`config.mk`:
```
export PLATFORM = sky130hd
export DESIGN_NAME = dma_xlate_walker
export DESIGN_NICKNAME = d
export VERILOG_FILES = /design/src/rtl/xlt_pkg.sv /design/src/rtl/xlt_regs.sv /design/src/rtl/xlt_index.sv /design/src/rtl/xlt_decode.sv /design/src/rtl/dma_xlate_walker.sv
export SDC_FILE = /design/constraint.sdc
export NUM_CORES = 1
export LEC_CHECK = 0
export ABC_AREA = 1
export BUFFER_PORTS_ARGS = -buffer_cell sky130_fd_sc_hd__buf_2
export CAP_MARGIN = 0
export CORE_MARGIN = 3
export CORE_UTILIZATION = 44
export CTS_BUF_LIST = sky130_fd_sc_hd__clkbuf_4 sky130_fd_sc_hd__clkbuf_8
export CTS_CLUSTER_DIAMETER = 100
export CTS_CLUSTER_SIZE = 25
export DETAILED_ROUTE_END_ITERATION = 8
export GPL_TIMING_DRIVEN = 1
export PLACE_DENSITY = 0.72
export SLEW_MARGIN = 20
export SYNTH_ARGS = -nofsm -noshare
export SYNTH_HDL_FRONTEND = slang
export SYNTH_SLANG_ARGS = --single-unit
```
`constraint.sdc`:
```
create_clock -name clk -period 6.35 [get_ports clk]
set_input_delay 0.3175 -clock clk [delete_from_list [all_inputs] [get_ports clk]]
set_output_delay 0.3175 -clock clk [all_outputs]
set_load 0.01 [all_outputs]
```
`src/rtl/xlt_pkg.sv`:
```
package xlt_pkg;
  localparam int unsigned VA_W    = 32;
  localparam int unsigned PA_W    = 41;
  localparam int unsigned ENT_W   = 64;
  localparam int unsigned MASK_W  = 16;
  localparam int unsigned RADDR_W = 5;
  localparam int unsigned NSLOT   = 2;

  typedef enum logic [1:0] {W_IDLE, W_FETCH, W_WAIT, W_RESP} walk_st_t;

  typedef struct packed {
    logic [PA_W-1:0]   paddr;
    logic [MASK_W-1:0] mask;
    logic              rd;
    logic              wr;
    logic              fault;
  } xlt_rsp_t;

  // Byte offset of the entry inside the table.
  function automatic logic [VA_W-1:0] tbl_offset(input logic [VA_W-1:0] va,
                                                 input logic big,
                                                 input logic [2:0] code);
    logic [5:0]      hi;
    logic [4:0]      lo;
    logic [VA_W:0]   lim;
    logic [VA_W-1:0] m;
    lo  = big ? 5'd16 : 5'd13;
    hi  = (big ? 6'd25 : 6'd22) + {3'd0, code};
    lim = ({{VA_W{1'b0}}, 1'b1} << (hi + 6'd1)) - 1'b1;
    m   = lim[VA_W-1:0] & ~(({{(VA_W-1){1'b0}}, 1'b1} << lo) - 1'b1);
    return (va & m) >> (big ? 5'd13 : 5'd10);
  endfunction

  function automatic logic [ENT_W-1:0] swap_lanes(input logic [ENT_W-1:0] d);
    logic [ENT_W-1:0] r;
    for (int k = 0; k < ENT_W/8; k++) r[8*k +: 8] = d[ENT_W-8-8*k +: 8];
    return r;
  endfunction

  function automatic xlt_rsp_t fault_rsp();
    xlt_rsp_t r;
    r = '0;
    r.fault = 1'b1;
    return r;
  endfunction

  function automatic xlt_rsp_t pass_rsp(input logic [VA_W-1:0] va);
    xlt_rsp_t r;
    r.paddr = {{(PA_W-VA_W){1'b0}}, va};
    r.mask  = 16'h1FFF;
    r.rd    = 1'b1;
    r.wr    = 1'b1;
    r.fault = 1'b0;
    return r;
  endfunction

  function automatic xlt_rsp_t decode_entry(input logic [ENT_W-1:0] ent,
                                            input logic [VA_W-1:0] va);
    xlt_rsp_t r;
    if (!ent[63]) begin
      r = fault_rsp();
    end else begin
      r.rd    = 1'b1;
      r.wr    = ent[1];
      r.fault = 1'b0;
      if (ent[61]) begin
        r.paddr = {ent[40:16], va[15:0]};
        r.mask  = 16'hFFFF;
      end else begin
        r.paddr = {ent[40:13], va[12:0]};
        r.mask  = 16'h1FFF;
      end
    end
    return r;
  endfunction
endpackage

```
`src/rtl/xlt_regs.sv`:
```
module xlt_regs
  import xlt_pkg::*;
(
  input  logic               clk,
  input  logic               rst_n,
  input  logic               reg_wr,
  input  logic               reg_wide,
  input  logic [RADDR_W-1:0] reg_addr,
  input  logic [63:0]        reg_wdata,
  output logic [63:0]        reg_rdata,
  output logic               xl_en,
  output logic               big_tbl,
  output logic [2:0]         tsize,
  output logic [63:0]        tbase
);
  logic [63:0] slot_q [NSLOT];
  logic [1:0]  sel;
  assign sel = reg_addr[4:3];

  for (genvar g = 0; g < NSLOT; g++) begin : g_slot
    logic        hit;
    logic [63:0] q;
    assign hit = reg_wr && (32'(sel) == g);
    always_ff @(posedge clk) begin
      if (!rst_n)               q <= '0;
      else if (hit) begin
        if (reg_addr[2])        q[31:0]  <= reg_wdata[31:0];
        else if (reg_wide)      q        <= reg_wdata;
        else                    q[63:32] <= reg_wdata[31:0];
      end
    end
    assign slot_q[g] = q;
  end

  always_comb begin
    reg_rdata = '0;
    if (32'(sel) < NSLOT) begin
      if (reg_addr[2])   reg_rdata = {32'd0, slot_q[sel[0]][31:0]};
      else if (reg_wide) reg_rdata = slot_q[sel[0]];
      else               reg_rdata = {32'd0, slot_q[sel[0]][63:32]};
    end
  end

  assign xl_en   = slot_q[0][0];
  assign big_tbl = slot_q[0][2];
  assign tsize   = slot_q[0][18:16];
  assign tbase   = slot_q[1];

  // writes above the register slots leave both registers alone
  p_flush_nowrite_r11: assert property (@(posedge clk) disable iff (!rst_n)
    (reg_wr && reg_addr[4]) |=> ($stable(slot_q[0]) && $stable(slot_q[1])));
  // a 32-bit write to the upper half keeps the lower half
  p_half_keep_r10: assert property (@(posedge clk) disable iff (!rst_n)
    (reg_wr && !reg_wide && !reg_addr[2] && sel == 2'd1)
      |=> (slot_q[1][31:0] == $past(slot_q[1][31:0])));
endmodule

```
`src/rtl/xlt_index.sv`:
```
module xlt_index
  import xlt_pkg::*;
(
  input  logic            big_tbl,
  input  logic [2:0]      tsize,
  input  logic [63:0]     tbase,
  input  logic [VA_W-1:0] va,
  output logic [63:0]     fetch_addr,
  output logic            size_bad
);
  logic [VA_W-1:0] ofs;
  assign ofs        = tbl_offset(va, big_tbl, tsize);
  assign fetch_addr = tbase + {{(64-VA_W){1'b0}}, ofs};
  assign size_bad   = big_tbl && (tsize > 3'd5);
endmodule

```
`src/rtl/xlt_decode.sv`:
```
module xlt_decode
  import xlt_pkg::*;
(
  input  logic [ENT_W-1:0] raw,
  input  logic [VA_W-1:0]  va,
  output xlt_rsp_t         res
);
  logic [ENT_W-1:0] ent;
  assign ent = swap_lanes(raw);
  assign res = decode_entry(ent, va);
endmodule

```
`src/rtl/dma_xlate_walker.sv`:
```
module dma_xlate_walker
  import xlt_pkg::*;
(
  input  logic               clk,
  input  logic               rst_n,
  input  logic               req_valid,
  output logic               req_ready,
  input  logic [VA_W-1:0]    req_addr,
  output logic               rsp_valid,
  input  logic               rsp_ready,
  output logic [PA_W-1:0]    rsp_paddr,
  output logic [MASK_W-1:0]  rsp_mask,
  output logic               rsp_rd,
  output logic               rsp_wr,
  output logic               rsp_fault,
  output logic               mem_req_valid,
  input  logic               mem_req_ready,
  output logic [63:0]        mem_req_addr,
  input  logic               mem_rsp_valid,
  input  logic [ENT_W-1:0]   mem_rsp_data,
  input  logic               reg_wr,
  input  logic               reg_wide,
  input  logic [RADDR_W-1:0] reg_addr,
  input  logic [63:0]        reg_wdata,
  output logic [63:0]        reg_rdata
);
  logic        xl_en, big_tbl, size_bad;
  logic [2:0]  tsize;
  logic [63:0] tbase, fetch_addr;
  walk_st_t    st_q;
  logic [VA_W-1:0] va_q;
  logic [63:0] faddr_q;
  xlt_rsp_t    rsp_q, dec_rsp;

  xlt_regs u_regs (
    .clk(clk), .rst_n(rst_n), .reg_wr(reg_wr), .reg_wide(reg_wide),
    .reg_addr(reg_addr), .reg_wdata(reg_wdata), .reg_rdata(reg_rdata),
    .xl_en(xl_en), .big_tbl(big_tbl), .tsize(tsize), .tbase(tbase)
  );

  xlt_index u_index (
    .big_tbl(big_tbl), .tsize(tsize), .tbase(tbase), .va(req_addr),
    .fetch_addr(fetch_addr), .size_bad(size_bad)
  );

  xlt_decode u_dec (.raw(mem_rsp_data), .va(va_q), .res(dec_rsp));

  // named events
  logic accept, accept_pass, accept_bad, accept_walk, fetch_go, ent_taken, rsp_done;
  assign accept      = req_valid && req_ready;
  assign accept_pass = accept && !xl_en;
  assign accept_bad  = accept && xl_en && size_bad;
  assign accept_walk = accept && xl_en && !size_bad;
  assign fetch_go    = (st_q == W_FETCH) && mem_req_ready;
  assign ent_taken   = (st_q == W_WAIT) && mem_rsp_valid;
  assign rsp_done    = rsp_valid && rsp_ready;

  always_ff @(posedge clk) begin
    if (!rst_n) begin
      st_q    <= W_IDLE;
      va_q    <= '0;
      faddr_q <= '0;
      rsp_q   <= '0;
    end else begin
      unique case (st_q)
        W_IDLE: if (accept) begin
          va_q <= req_addr;
          if (accept_pass) begin
            rsp_q <= pass_rsp(req_addr);
            st_q  <= W_RESP;
          end else if (accept_bad) begin
            rsp_q <= fault_rsp();
            st_q  <= W_RESP;
          end else begin
            faddr_q <= fetch_addr;
            st_q    <= W_FETCH;
          end
        end
        W_FETCH: if (fetch_go) st_q <= W_WAIT;
        W_WAIT: if (ent_taken) begin
          rsp_q <= dec_rsp;
          st_q  <= W_RESP;
        end
        W_RESP: if (rsp_done) st_q <= W_IDLE;
        default: st_q <= W_IDLE;
      endcase
    end
  end

  assign req_ready     = (st_q == W_IDLE);
  assign mem_req_valid = (st_q == W_FETCH);
  assign mem_req_addr  = faddr_q;
  assign rsp_valid     = (st_q == W_RESP);
  assign rsp_paddr     = rsp_q.paddr;
  assign rsp_mask      = rsp_q.mask;
  assign rsp_rd        = rsp_q.rd;
  assign rsp_wr        = rsp_q.wr;
  assign rsp_fault     = rsp_q.fault;

  p_pass_r2: assert property (@(posedge clk) disable iff (!rst_n)
    accept_pass |=> (rsp_valid && rsp_paddr == {{(PA_W-VA_W){1'b0}}, $past(req_addr)}
                     && rsp_rd && rsp_wr && !rsp_fault));
  p_bad_size_r5: assert property (@(posedge clk) disable iff (!rst_n)
    accept_bad |=> (rsp_valid && rsp_fault && !mem_req_valid));
  p_fault_noperm_r7: assert property (@(posedge clk) disable iff (!rst_n)
    (rsp_valid && rsp_fault) |-> (!rsp_rd && !rsp_wr && rsp_mask == '0));
  p_mask_shape_r8: assert property (@(posedge clk) disable iff (!rst_n)
    (rsp_valid && !rsp_fault) |-> (rsp_mask == 16'h1FFF || rsp_mask == 16'hFFFF));
  p_wr_has_rd_r9: assert property (@(posedge clk) disable iff (!rst_n)
    (rsp_valid && rsp_wr) |-> rsp_rd);
  p_one_at_time_r12: assert property (@(posedge clk) disable iff (!rst_n)
    accept |=> !req_ready);
  p_rsp_hold_r12: assert property (@(posedge clk) disable iff (!rst_n)
    (rsp_valid && !rsp_ready) |=> (rsp_valid && $stable(rsp_paddr) && $stable(rsp_mask)
                                   && $stable(rsp_fault) && $stable(rsp_wr)));
  p_mem_hold_r13: assert property (@(posedge clk) disable iff (!rst_n)
    (mem_req_valid && !mem_req_ready) |=> (mem_req_valid && $stable(mem_req_addr)));
endmodule

```
==> flow_metrics.py <==
metrics = {
    "worst_setup_path": {
        "critPathBufInv": 6,
        "cp_cell_sequence": "buf_4 -> fa_1 -> o21ai_4 -> inv_4 -> nand2_1 -> inv_1 -> nand2_1 -> nand2_1 -> inv_1 -> nand2_1 -> nor2_1 -> nand3_1 -> nor2_1 -> ha_1 -> nand2_1 -> inv_1 -> a21oi_1 -> nor2_1 -> nor2_1 -> nand3_1 -> nand3_1 -> nand3_1 -> nand2_1 -> inv_1",
        "worstSetupPathType": "reg -> reg",
        "cp_data_arrival_time_ps": 5160,
        "crit_path_max_fanout": 25,
        "slowest_stage": "fa_1",
        "cp.required_ps": 6810,
        "cpMostUsedCell": "nand2_1",
        "end_kind": "flip-flop",
        "worst_setup_path_start_kind": "flip-flop",
        "crit_family": "simple AND/OR/NAND/NOR gates",
        "max_stage_delay_ps": 540,
    },
    "routing": {
        "drt_pass1_iterations": 5,
        "totalWireLength_mm": 57.55,
        "routedWlPerCell_um": 18.22,
        "num_vias": 17160,
        "viasPerCell": 5.433,
        "drc": 0,
        "drtIter0Drc": 1672,
        "ant_nets": 0,
    },
    "pwr": {
        "peakVddDrop_uv": 244.8,
        "power.total_mw": 4.853,
        "cellPowerDensity_nw_per_um2": 269.6,
        "leakagePower_nw": 8.844,
    },
    "sta": {
        "relSlewSlack": 0.3541,
        "tightest_slew_ps": 968.8,
        "period_share": 0.7398,
        "rsz0062_at_grt": "no",
        "final-hold-violation-count": 0,
        "finalCriticalPeriod_ps": 4698,
        "setup_tns_ps": 0,
        "setup-violations-final": 0,
        "skew_ps": 48.23,
        "maxSlewViolCount": 0,
        "hold_ws_ps": 29.38,
        "max_freq_mhz": 212.9,
    },
    "global_routing": {
        "grtUsageTotal": 0.2971,
        "grt_pass1_vias": 15580,
        "grt_overflow": 0,
        "grt_pass1_wl_mm": 87.26,
        "grt_start_max_net_pins": 141,
        "antenna_found_initial": 2,
    },
    "place": {
        "gp_congestion": 1.004,
        "io_buffer_count": 328,
        "postPlaceCellArea_um2": 17100,
        "place_hpwl_mm": 44.31,
    },
    "floorplan": {
        "fp-row-count": 67,
        "die_h_um": 192.9,
        "start_util": 0.4528,
        "chipWidth_um": 192.9,
        "io_pins": 364,
        "dieArea_um2": 37220,
        "coreArea_um2": 33950,
    },
    "layout": {
        "fin_util": 0.5301,
        "final_cell_mix": "547 x nand2_1, 363 x inv_1, 326 x buf_2",
        "layout_commonest_cell": "nand2_1",
        "nets": 2913,
        "drive_gt1_frac": 0.1470,
        "stdcell_area_um2": 18000,
        "area_delta_synth_final_pct": 17.06,
    },
    "run": {
        "drv_cap": 0,
    },
    "yosys": {
        "synth_edf_count": 0,
        "avgSynthCellArea_um2": 6.347,
        "synth-seq-area-share": 0.3321,
        "syn_inst": 2422,
        "ys_ff_latch": 255,
        "ys_async_sr_fraction": 0,
        "syn_area_um2": 15370,
        "synth_cell_types": 43,
        "yosys_warnings": 0,
        "synthFlopType": "dfxtp_1",
    },
    "clocking": {
        "clock_sinks": 255,
        "cts_tree": "yes",
        "htreeDepth": 1,
        "clkTransAtPathRegs_ps": 150,
        "numCtsBuffers": 15,
        "cts_max_path_buffers": 3,
        "cts_root_buf": "clkbuf_8",
        "clk_latency_ps": 580,
    },
    "min_path": {
        "hold_path.class": "in -> reg",
    },
    "outcome": {
        "status": "finished clean",
    },
}
==> path summary, 6_finish.rpt <==
path	from	slack, ps	cells after the start	end
setup reg to reg	u_regs.g_slot[0].q[2]	1650	24	mem_req_addr[38]
hold reg to reg	u_regs.g_slot[0].q[39]	450	2	u_regs.g_slot[0].q[39]
setup / recovery	u_regs.g_slot[0].q[2]	1650	24	mem_req_addr[38]
hold / removal	req_addr[22]	30	3	rsp_paddr[22]
==> registers in the layout, indices dropped and copies added (netlist names) <==
| register | flops |
|---|---|
| rsp_paddr | 41 |
| st_q | 2 |
| rsp_mask | 2 |
| u_regs.g_slot.q | 64 |
| u_regs.tbase | 64 |
| rsp_wr | 1 |
| mem_req_addr | 64 |
| rsp_fault | 1 |
| va_q | 16 |
==> worst min-delay path: stages <==
cell      delay, ps
buf_2           100
a221oi_1         70
nor2_1           80
==> Yosys cell counts (24+ instances only) <==
library cell | n | area share
nand2_1 | 547 | 0.13
inv_1 | 365 | 0.089
o21ai_0 | 278 | 0.091
dfxtp_1 | 255 | 0.33
nor2_1 | 211 | 0.052
a21oi_1 | 192 | 0.063
nand3_1 | 143 | 0.047
clkbuf_1 | 92 | 0.022
a221oi_1 | 62 | 0.035
o21a_1 | 42 | 0.021
nand4_1 | 35 | 0.014
ha_1 | 33 | 0.027
buf_2 | 24 | 0.0078
nor3_1 | 24 | 0.0078
==> cell type report <==
cell class	instances	area [um2]
multi-input cells	1658	8278
clock inverters	5	65.06
clock buffers	15	206.4
repair buffers	402	2374
inverters	373	1403
fillers	3399	15960
flip-flops and latches	255	5105
well taps	448	560.5
diodes	2	5.005
==> power by group <==
group          leakage, nW  total [mW]  switching, mW  internal [mW]
clock network        0.133       0.788          0.550          0.238
logic                 6.62        2.00           1.30          0.707
registers             2.09        2.06          0.176           1.89
==> what timing repair did <==
item                                    CTS  global route
setup buffers                             0             0
endpoints found under the setup margin    0             0
gates resized for setup                   0             0
hold buffers                             62             0
endpoints found under the hold margin    71             0
==> logic make-up after synthesis <==
| kind of cell | count (synthesis) | share of synthesized area |
|---|---|---|
| simple gates | 987 | 0.2682 |
| compound gates | 613 | 0.2282 |
| buf+inv | 515 | 0.1327 |
| flops | 255 | 0.3321 |
| fa+ha+maj | 35 | 0.02946 |
| xor+xnor | 16 | 0.009116 |
| other cells | 1 | 0.0002439 |
==> routing by layer <==
layer	part of all wire	vias up	global-route usage
li1	-	8412	-
met5	0	-	0
met4	0.035	0	0.09040
met3	0.081	80	0.04178
met2	0.45	728	0.4686
met1	0.44	7937	0.4221
==> per-stage QoR <==
stage | setup WS [ps] | cells
after floorplan | 2176 | 2428
after CTS | 1767 | 3156
after detailed placement | 1836 | 3074
after global placement | 1867 | 3073
final | 1652 | 3158
after global routing | 1292 | 3156
No activity file was read; power rests on OpenSTA's default activity.
